$ cat src/rtl/qf_pkg.sv
package qf_pkg;
  localparam int SRC_W      = 32;
  localparam int SRC_EXP_W  = 8;
  localparam int SRC_FRAC_W = 23;
  localparam int SRC_BIAS   = 127;

  typedef enum logic [1:0] {
    CLS_ZERO    = 2'd0,
    CLS_NORM    = 2'd1,
    CLS_SPECIAL = 2'd2
  } cls_e;
endpackage

$ cat src/rtl/qf_unpack.sv
module qf_unpack
  import qf_pkg::*;
(
  input  logic [SRC_W-1:0]      word_i,
  output logic                  sign_o,
  output cls_e                  cls_o,
  output logic [SRC_EXP_W-1:0]  exp_o,
  output logic [SRC_FRAC_W-1:0] frac_o
);
  assign sign_o = word_i[SRC_W-1];
  assign exp_o  = word_i[SRC_W-2 -: SRC_EXP_W];
  assign frac_o = word_i[SRC_FRAC_W-1:0];

  // subnormal inputs sit far below the target range: treat as zero
  always_comb begin
    if (&exp_o)             cls_o = CLS_SPECIAL;
    else if (exp_o == '0)   cls_o = CLS_ZERO;
    else                    cls_o = CLS_NORM;
  end
endmodule

$ cat src/rtl/qf_round.sv
module qf_round #(
  parameter int SRC_FRAC_W = 23,
  parameter int DST_FRAC_W = 9
) (
  input  logic [SRC_FRAC_W-1:0] frac_i,
  output logic [DST_FRAC_W-1:0] frac_o,
  output logic                  carry_o
);
  localparam int DROP_W = SRC_FRAC_W - DST_FRAC_W;

  logic [DST_FRAC_W-1:0] keep;
  logic                  guard;
  logic [DST_FRAC_W:0]   sum;

  assign keep  = frac_i[SRC_FRAC_W-1 -: DST_FRAC_W];
  assign guard = frac_i[DROP_W-1];

  // nearest-up: bits below the guard never influence the result
  generate
    if (DROP_W > 1) begin : g_tail
      logic [DROP_W-2:0] unused_tail;
      assign unused_tail = frac_i[DROP_W-2:0];
    end
  endgenerate

  assign sum     = {1'b0, keep} + {{DST_FRAC_W{1'b0}}, guard};
  assign frac_o  = sum[DST_FRAC_W-1:0];
  assign carry_o = sum[DST_FRAC_W];
endmodule

$ cat src/rtl/qf_pack.sv
module qf_pack
  import qf_pkg::*;
#(
  parameter int DST_EXP_W  = 6,
  parameter int DST_FRAC_W = 9,
  parameter int DST_BIAS   = 31
) (
  input  logic                             sign_i,
  input  cls_e                             cls_i,
  input  logic [SRC_EXP_W-1:0]             exp_i,
  input  logic [DST_FRAC_W-1:0]            frac_i,
  input  logic                             carry_i,
  output logic [DST_EXP_W+DST_FRAC_W:0]    code_o,
  output logic                             exc_o
);
  localparam int OUT_W = DST_EXP_W + DST_FRAC_W + 1;
  localparam int E_MAX = (1 << DST_EXP_W) - 1;
  localparam logic [OUT_W-1:0] NAN_CODE = {1'b0, {(OUT_W-1){1'b1}}};

  int                   e_calc;
  logic [DST_EXP_W-1:0] e_trim;

  always_comb begin
    e_calc = int'(exp_i) - SRC_BIAS + DST_BIAS + int'(carry_i);
    e_trim = DST_EXP_W'(e_calc);
    code_o = '0;
    exc_o  = 1'b0;
    unique case (cls_i)
      CLS_SPECIAL: begin
        code_o = NAN_CODE;
        exc_o  = 1'b1;
      end
      CLS_NORM: begin
        if (e_calc < 0) begin
          code_o = '0;
        end else if (e_calc > E_MAX || (e_calc == E_MAX && &frac_i)) begin
          code_o = NAN_CODE;
          exc_o  = 1'b1;
        end else if (e_calc == 0 && frac_i == '0) begin
          code_o = '0;
        end else begin
          code_o = {sign_i, e_trim, frac_i};
        end
      end
      default: code_o = '0;
    endcase
  end
endmodule

$ cat src/rtl/fp32_narrow_quant.sv
module fp32_narrow_quant
  import qf_pkg::*;
#(
  parameter int DST_EXP_W  = 6,
  parameter int DST_FRAC_W = 9,
  parameter int DST_BIAS   = 31
) (
  input  logic                              clk_i,
  input  logic                              rst_ni,
  input  logic                              valid_i,
  input  logic [SRC_W-1:0]                  data_i,
  output logic                              valid_o,
  output logic [DST_EXP_W+DST_FRAC_W:0]     data_o,
  output logic                              exc_o
);
  localparam int OUT_W = DST_EXP_W + DST_FRAC_W + 1;
  localparam logic [OUT_W-1:0] NAN_CODE = {1'b0, {(OUT_W-1){1'b1}}};

  logic                  in_sign;
  cls_e                  in_cls;
  logic [SRC_EXP_W-1:0]  in_exp;
  logic [SRC_FRAC_W-1:0] in_frac;
  logic [DST_FRAC_W-1:0] rnd_frac;
  logic                  rnd_carry;
  logic [OUT_W-1:0]      res_code;
  logic                  res_exc;

  qf_unpack u_unpack (
    .word_i (data_i),
    .sign_o (in_sign),
    .cls_o  (in_cls),
    .exp_o  (in_exp),
    .frac_o (in_frac)
  );

  qf_round #(
    .SRC_FRAC_W (SRC_FRAC_W),
    .DST_FRAC_W (DST_FRAC_W)
  ) u_round (
    .frac_i  (in_frac),
    .frac_o  (rnd_frac),
    .carry_o (rnd_carry)
  );

  qf_pack #(
    .DST_EXP_W  (DST_EXP_W),
    .DST_FRAC_W (DST_FRAC_W),
    .DST_BIAS   (DST_BIAS)
  ) u_pack (
    .sign_i  (in_sign),
    .cls_i   (in_cls),
    .exp_i   (in_exp),
    .frac_i  (rnd_frac),
    .carry_i (rnd_carry),
    .code_o  (res_code),
    .exc_o   (res_exc)
  );

  always_ff @(posedge clk_i or negedge rst_ni) begin
    if (!rst_ni) begin
      valid_o <= 1'b0;
      data_o  <= '0;
      exc_o   <= 1'b0;
    end else begin
      valid_o <= valid_i;
      if (valid_i) begin
        data_o <= res_code;
        exc_o  <= res_exc;
      end
    end
  end

  AST_VALID_FOLLOWS: assert property (@(posedge clk_i) disable iff (!rst_ni)
    valid_i |=> valid_o);
  AST_VALID_DROPS: assert property (@(posedge clk_i) disable iff (!rst_ni)
    !valid_i |=> !valid_o);
  AST_HOLD_RESULT: assert property (@(posedge clk_i) disable iff (!rst_ni)
    !valid_i |=> ($stable(data_o) && $stable(exc_o)));
  AST_FLAG_MATCHES_CODE: assert property (@(posedge clk_i) disable iff (!rst_ni)
    valid_o |-> (exc_o == (data_o == NAN_CODE)));
  AST_UNSIGNED_ZERO: assert property (@(posedge clk_i) disable iff (!rst_ni)
    (valid_o && data_o[OUT_W-2:0] == '0) |-> !data_o[OUT_W-1]);
  AST_SPECIAL_INPUT: assert property (@(posedge clk_i) disable iff (!rst_ni)
    (valid_i && &data_i[SRC_W-2 -: SRC_EXP_W]) |=> (exc_o && data_o == NAN_CODE));
  AST_ZERO_INPUT: assert property (@(posedge clk_i) disable iff (!rst_ni)
    (valid_i && data_i[SRC_W-2 -: SRC_EXP_W] == '0) |=> (data_o == '0 && !exc_o));
endmodule

$ cat config.mk
export PLATFORM = sky130hd
export DESIGN_NAME = fp32_narrow_quant
export DESIGN_NICKNAME = d
export VERILOG_FILES = /design/src/rtl/qf_pkg.sv /design/src/rtl/qf_unpack.sv /design/src/rtl/qf_round.sv /design/src/rtl/qf_pack.sv /design/src/rtl/fp32_narrow_quant.sv
export SDC_FILE = /design/constraint.sdc
export NUM_CORES = 1
export LEC_CHECK = 0
export ABC_CLOCK_PERIOD_IN_PS = 2100
export CORE_ASPECT_RATIO = 0.75
export CORE_UTILIZATION = 53
export DETAILED_ROUTE_END_ITERATION = 8
export PLACE_DENSITY_LB_ADDON = 0.3
export SLEW_MARGIN = 40
export SYNTH_ARGS = -nofsm -noshare
export SYNTH_HDL_FRONTEND = slang
export SYNTH_HIERARCHICAL = 1
export SYNTH_SLANG_ARGS = --single-unit
$ cat constraint.sdc
create_clock -name clk_i -period 2.1 [get_ports clk_i]
set_input_delay 0.21 -clock clk_i [delete_from_list [all_inputs] [get_ports clk_i]]
set_output_delay 0.21 -clock clk_i [all_outputs]
set_load 0.02 [all_outputs]
* After elaboration in Yosys (flattened, before gate mapping)
Index checks and enable logic that the tools add are counted.
** Cells by class
- $add $sub $neg :: 4
- Multipliers :: 0
- Divide/modulo/power cells :: 0
- Order comparisons :: 2
- Eq/ne operators :: 3
- Shift-type cells :: 0
- Mux-type cells :: 9
- Bitwise operators :: 0
- Reductions and logical operators :: 8
** Operator list (number)
- $mux 16 :: 3
- $add 32x2->32 :: 1
- $add 32x6->32 const B :: 1
- $eq 32x7->1 const B :: 1
- $gt 32x7->1 const B :: 1
- $logic_not 32->1 :: 1
- $lt 32x1->1 const B :: 1
- $pmux 16 s2 :: 1
- $add 9x1->10 :: 1
- $logic_not 9->1 :: 1
- $reduce_and 9->1 :: 1
- $sub 8x7->9 const B :: 1
- $logic_not 8->1 :: 1
- $reduce_and 8->1 :: 1
- $mux 1 :: 3
- $eq 2x1->1 const B :: 1
- $eq 2x2->1 const B :: 1
- $logic_and 1x1->1 :: 2
- $mux 2 :: 1
- $pmux 1 s2 :: 1
- $logic_or 1x1->1 :: 1
** Storage, ports and cells
- Register bits :: 18
- Latch bits :: 0
- RAM bits :: 0
- Memory bits (read-only) :: 0
- Input port bits :: 35
- Output and inout bits :: 18
- Logic and storage cells :: 29
- Memories kept :: 0

* Longest topological paths before layout
Gate-level depths: netlist of run 1.
- Word-level depth :: 9
- Depth in mapped cells :: 17
- Mapped depth without buffers :: 14

* Modules after synthesis
Netlist of run 1, hierarchy kept.
** By module, submodules not included
- qf_pack :: times used 1, cells an instance 109, area an instance 829.5 sq um, sequential area each 0.0 sq um
- fp32_narrow_quant :: times used 1, cells an instance 37, area an instance 710.7 sq um, sequential area each 450.4 sq um
- qf_unpack :: times used 1, cells an instance 38, area an instance 280.3 sq um, sequential area each 0.0 sq um
- qf_round :: times used 1, cells an instance 23, area an instance 160.2 sq um, sequential area each 0.0 sq um

* Worst setup path before layout of run 1
OpenSTA, ideal clock, no wires.
- Path kind :: input to register
- Start :: input data_i[13]
- End :: register data_o[10]
- Setup time :: 0.125 ns
- Arrival time :: 2.834 ns
- Data required time :: 1.975 ns
- Setup slack :: -0.859 ns
- Stages :: 17
- Path buffers :: 3
- Cells stage by stage :: buf_4 ha_1 nand2_1 nor4_1 inv_1 ha_1 ha_1 nor4b_4 a211oi_2 a311o_2 a31o_1 buf_6 o211ai_2 nand2_2 buf_6 a21o_1 mux2_4
** Between the ends
- Longest elaborated chain between the ends :: 8
- Elaborated cells between the ends (all ways) :: 15
- Those cells by class :: add/sub (2); order compare (2); eq/ne (1); mux (4); reduce/logical (6)
** RTL lines
- from (decl) :: RTL line fp32_narrow_quant.sv:11 : input logic [SRC_W-1:0] data_i,
- $add 9x1->10 (*) :: RTL line qf_round.sv:26 : assign sum = {1'b0, keep} + {{DST_FRAC_W{1'b0}}, guard};
- via rnd_carry :: RTL line fp32_narrow_quant.sv:24 : logic rnd_carry;
- $add 32x2->32 (*) :: RTL line qf_pack.sv:24 : e_calc = int'(exp_i) - SRC_BIAS + DST_BIAS + int'(carry_i);
- parallel branches: the longest is 4 deep, another holds $gt 32x7->1
- $mux 16 (*) :: RTL line qf_pack.sv:34 : if (e_calc < 0) begin
- $pmux 16 s2 (*) :: RTL line qf_pack.sv:28 : unique case (cls_i)
- via res_code[10] :: RTL line fp32_narrow_quant.sv:25 : logic [OUT_W-1:0] res_code;
- to (signal assigned) :: RTL line fp32_narrow_quant.sv:67 : data_o <= res_code;
- to (decl) :: RTL line fp32_narrow_quant.sv:13 : output logic [DST_EXP_W+DST_FRAC_W:0] data_o,
Mark *: on every way through the listed nets, which the timed path passes.
A chain may end at the register's enable or synchronous reset.

* Final worst setup path of run 1
- Start :: input data_i[13]
- End :: register data_o[9]
The elaborated chain is that of the path after synthesis.

==> flow_summary.yaml, run 1 <==
outcome:
  status: "finished, violations left"
  violations: "design-rule violations, negative setup slack"
clock_network:
  cts.root.buffer_cell: "clkbuf_8"
  clockBufferDepth: 2
  clkTransAtPathRegs_ns: 0.08
  insertion_delay_ns: 0.27
  htree_levels: 1
  cts_tree: "done"
  numCtsBuffers: 3
  cts.sinks: 18
detailed_routing:
  firstDrtPassIters: 6
  wirelength_um: 6950
  wl_per_cell_um: 21.6
  post-route-drc-count: 4
  vias_per_cell: 6.19
  ant_nets: 0
  vias: 1993
  drt_first_iter_violations: 233
pwr:
  p_per_area_nw_per_um2: 524
  combPwrFrac_pct: 50.6
  p_seq_share_pct: 29.5
  p_int_uw: 970
  p_sw_uw: 541
  switching_share_pct: 35.8
  ir_drop_v: 0.000498
  p_leak_nw: 1.30
  power_frac_clock_pct: 19.9
cells_and_area:
  final_util_pct: 86.6
  diodes: 0
  multi_input_area_sq_um: 1390
  post_route_cells_drive_above_1_share_pct: 51.1
  n_fill_cell: 156
  layout.nets: 325
  area.growth.synth_to_final_pct: 53.3
  mostFrequentLayoutCells: "buf_4 (69), clkdlybuf4s50_1 (20), dfrtp_1 (18)"
  final_common_cell: "buf_4"
  regArea_sq_um: 450
timing:
  period_needed_ns: 2.73
  fmax_mhz: 367
  setup-violations-final: 17
  finalClockSkew_ns: 0
  rsz0062_at_grt: "yes"
  setup_tns_ns: -9.78
  finalCritPeriodShare_pct: 130
  finalHoldViolCount: 0
  tightest_slew_ns: 0.522
  fin_ws_ns: -0.627
  relSlewSlack_pct: 65.2
  slew_violations: 0
worst_setup_path:
  worst_ep_arrival_time_ns: 2.93
  cpMaxStageDelayCell: "o41a_1"
  critPathKind: "primary input to flop"
  crit_top_cell: "ha_4"
  cp_num_buf_inv: 3
  path_delay_family: "compound AO/OA/AOI/OAI gates"
  startpoint_type: "primary input"
  endpoint_kind: "flop"
  critPathRequiredTime_ns: 2.30
  critical-path-max-stage-delay_ns: 0.52
  cp_cell_sequence: "buf_6 -> ha_4 -> nand2_4 -> nor4_4 -> inv_2 -> ha_4 -> ha_4 -> and4b_1 -> a211oi_2 -> a311o_2 -> a31oi_4 -> o41a_1 -> buf_4 -> o211ai_1 -> mux2_4"
  cp_max_fo: 5
placed_design:
  dp_hpwl_um: 4100
  gp_congestion: 1.00
  io_buffers: 39
logic_synthesis:
  yosys_warnings: 6
  synthCells: 194
  synth_fp_nets: 236
  avgSynthCellArea_sq_um: 9.71
  syn_area_sq_um: 1880
global_routing:
  grt_use_met3_pct: 6.93
  grt_overflow: 0
  grt.total_usage_pct: 36.7
  grt_pass1_vias: 2016
  use_met1_pct: 46.7
  use_met2_pct: 61.9
  grt_busiest_layer: "met2"
  grt_max_degree: 19
  antenna_found_initial: 0
  grt_pass1_wl_um: 10400
floorplan:
  coreArea_sq_um: 3330
  row_count: 18
  start_util_pct: 56.5
  fp.dieH_um: 53.6
  fp.dieW_um: 70.8
  pin_count: 53
  die-area_sq_um: 3800
job:
  maxCapViolCount: 0
worst_hold_path:
  holdCritPathClass: "primary input to asynchronous set/reset pin"
==> state kept, by name (all words and copies together) (netlist names) <==
name / flops
valid_o: 1
exc_o: 1
data_o: 16
==> per-layer routing <==
layer  wire [um]  vias up
met1        2840      956
met5           0        -
li1            -      871
met4         312        0
met3         574       36
met2        3230      130
==> worst paths after layout <==
kind,startpoint,endpoint,slack (ns),cells past startpoint
setup reg to reg,data_o[8],data_o[8],1.28,1
hold reg to reg,data_o[3],data_o[3],0.53,1
min in group clk_i,valid_i,valid_o,0.42,1
max in group asynchronous,rst_ni,data_o[15],1.38,2
setup / recovery,data_i[13],data_o[9],-0.63,15
hold / removal,rst_ni,data_o[7],0.41,2
==> power by group through the flow <==
stage               combinational, mW  sequential (mW)  clock, mW
floorplan                       0.310            0.513          0
global placement                0.647            0.441          0
detailed placement              0.666            0.447          0
CTS                             0.709            0.442      0.296
global route                    0.794            0.450      0.311
finish                          0.765            0.446      0.300
==> cell type report <==
class                      count  share of cell area [%]
clock buffer                   4                    1.91
inverter                       7                   0.910
timing repair buffer         111                    31.6
tap                           40                    1.73
sequential                    18                    15.6
multi-input combinational    142                    48.3
==> metrics by stage <==
stage | setup WS, ns | instances | hold WS (ns) | power, mW | area, sq um
floorplan | -0.696 | 194 | -0.0856 | 0.823 | 1940
global placement | -1.23 | 305 | 0.491 | 1.09 | 2590
detailed placement | -1.33 | 305 | 0.499 | 1.11 | 2590
CTS | -0.517 | 318 | 0.419 | 1.45 | 2810
global route | -0.723 | 322 | 0.417 | 1.56 | 2890
finish | -0.627 | 322 | 0.410 | 1.51 | 2890
==> repair_timing <==
item	in CTS	in global routing
pin swaps	21	13
resized for setup	68	13
endpoints found under the hold margin	0	18
setup buffers	8	3
cloned	1	0
endpoints found under the setup margin	17	17
hold buffers	0	1
(Power assumes the default switching activity.)
==> run 2: changes to the inputs <==
--- a/config.mk
+++ b/config.mk
@@ -10,7 +10,6 @@
 export CORE_UTILIZATION = 53
 export DETAILED_ROUTE_END_ITERATION = 8
 export PLACE_DENSITY_LB_ADDON = 0.3
-export SLEW_MARGIN = 40
 export SYNTH_ARGS = -nofsm -noshare
 export SYNTH_HDL_FRONTEND = slang
 export SYNTH_HIERARCHICAL = 1
==> run 2 against run 1 <==
  * The flow still finishes with violations (design-rule violations, negative setup slack)
  * Total power is 0.30% lower
  * Sequential share of layout area hardly changed
  * Clock power hardly changed
  * Cell count is 0.31% lower
  * Global-route usage stayed put
  * Routed wire length is 0.56% lower
  * Sequential power hardly changed
  * Register-to-register slack hardly changed
  * Clock-buffer cell count stayed put
  * Utilization is 0.15 points lower
  * Critical endpoint unchanged
  * Largest power group unchanged
==> flow_summary.yaml, run 2 (synthesized netlist as in run 1, its figures left out) <==
clock_network:
  insertion_delay_ns: 0.26
  cts.root.buffer_cell: "clkbuf_8"
  htree_levels: 1
  clkTransAtPathRegs_ns: 0.08
  cts.sinks: 18
  clockBufferDepth: 2
  cts_hold_buf: 0
  numCtsBuffers: 3
  cts_tree: "done"
pwr:
  ir_drop_v: 0.000501
  p_per_area_nw_per_um2: 523
  p_leak_nw: 1.29
timing:
  finalClockSkew_ns: 0
  setup_tns_ns: -9.82
  rsz0062_at_grt: "yes"
  fin_ws_ns: -0.621
  setup-violations-final: 17
  period_needed_ns: 2.72
  finalCritPeriodShare_pct: 130
  tightest_slew_ns: 0.817
  finalHoldViolCount: 0
  slew_violations: 0
  holdWs_ns: 0.410
  relSlewSlack_pct: 45.4
  fmax_mhz: 368
detailed_routing:
  ant_nets: 0
  vias: 1994
  post-route-drc-count: 4
  firstDrtPassIters: 7
  vias_per_cell: 6.21
  wl_per_cell_um: 21.5
  drt_first_iter_violations: 224
  wirelength_um: 6910
global_routing:
  grt_max_degree: 19
  antenna_found_initial: 0
  grt_pass1_vias: 2016
  grt_use_met3_pct: 6.93
  grt.total_usage_pct: 36.7
  use_met2_pct: 61.9
  grt_overflow: 0
  grt_busiest_layer: "met2"
  grt_pass1_wl_um: 10400
  use_met1_pct: 46.7
floorplan:
  coreArea_sq_um: 3330
  die-area_sq_um: 3800
  row_count: 18
  start_util_pct: 56.5
  fp.dieW_um: 70.8
  fp.dieH_um: 53.6
  pin_count: 53
cells_and_area:
  final_common_cell: "buf_4"
  largest_reg_flops: 16
  design_area_sq_um: 2880
  mostFrequentLayoutCells: "buf_4 (69), clkdlybuf4s50_1 (21), dfrtp_1 (18)"
  top_register: "data_o"
  largest_registers: "data_o (16), exc_o (1), valid_o (1)"
  layout.nets: 324
  area.growth.synth_to_final_pct: 53.0
  diodes: 0
  post_route_cells_drive_above_1_share_pct: 50.9
  n_fill_cell: 157
  final_util_pct: 86.4
worst_setup_path:
  worst_ep_arrival_time_ns: 2.92
  ff2ff_path_depth: 1
  regToRegStartpoint: "data_o[8]"
  r2r_slack_ns: 1.27
  startpoint_type: "primary input"
  endpoint_kind: "flop"
  critPathKind: "primary input to flop"
  critPathRequiredTime_ns: 2.30
  timing.rr.end: "data_o[8]"
  cp_max_fo: 5
placed_design:
  dp_hpwl_um: 4100
  pre_cts_ws_ns: -1.33
  gp_congestion: 1.00
  io_buffers: 39
  placed_area_sq_um: 2590
outcome:
  violations: "design-rule violations, negative setup slack"
  status: "finished, violations left"
job:
  maxCapViolCount: 0
worst_hold_path:
  holdCritPathClass: "primary input to asynchronous set/reset pin"
-- run 2: changes by cell type in the layout (fill, tap and decap cells not counted) --
| cell | change |
|---|---|
| dlygate4sd3_1 | -1 |
| clkdlybuf4s50_1 | +1 |
| buf_2 | -1 |
-- run 2: worst max-delay path, stage by stage --
cell and delay [ns]:
buf_6 0.08, ha_4 0.14, nand2_4 0.05, nor4_4 0.26
inv_2 0.07, ha_4 0.18, ha_4 0.17, and4b_1 0.21
a211oi_2 0.28, a311o_2 0.20, a31oi_4 0.09, o41a_1 0.52
buf_4 0.19, o211ai_1 0.10, mux2_4 0.18
-- run 2: metrics by stage --
step	instances	power [mW]
after global routing	321	1.55
after floorplan	194	0.823
after detailed placement	305	1.11
after global placement	305	1.09
final	321	1.51
after CTS	318	1.45
-- run 2: layer usage --
metal  part of all wire [%]  wire length, um
met5                      0                0
met4                    4.8              335
met3                    8.2              566
met2                     46             3190
met1                     41             2820
-- run 2: timing repair --
action / 4_1_cts / 5_1_grt
setup buffers: 8 / 3
pin swaps: 21 / 13
cloned: 1 / 0
hold endpoints to repair: 0 / 0
gates resized for setup: 68 / 13
setup endpoints to repair: 17 / 17
-- run 2: how the worst max path moves through the flow --
stage                     from    endpoint  slack [ns]  cells after the start
finish              data_i[13]   data_o[9]       -0.62                     15
global route        data_i[13]   data_o[9]       -0.72                     15
CTS                 data_i[13]  data_o[14]       -0.52                     15
detailed placement  data_i[14]  data_o[15]       -1.33                     15
global placement    data_i[14]  data_o[15]       -1.23                     15
floorplan           data_i[14]  data_o[10]       -0.70                     17
-- run 2: area by class of cell --
type	instances	area, sq um	share of cell area [%]
timing repair buffer	110	906	31.4
clock buffer	4	55.1	1.91
tap	40	50.0	1.74
sequential	18	450	15.6
multi-input combinational	142	1390	48.4
inverter	7	26.3	0.912
-- run 2: where the power goes --
part,internal (mW),switching [mW],total (mW)
sequential,0.405,0.0417,0.447
clock,0.167,0.130,0.297
combinational,0.398,0.365,0.763
total,0.970,0.537,1.51
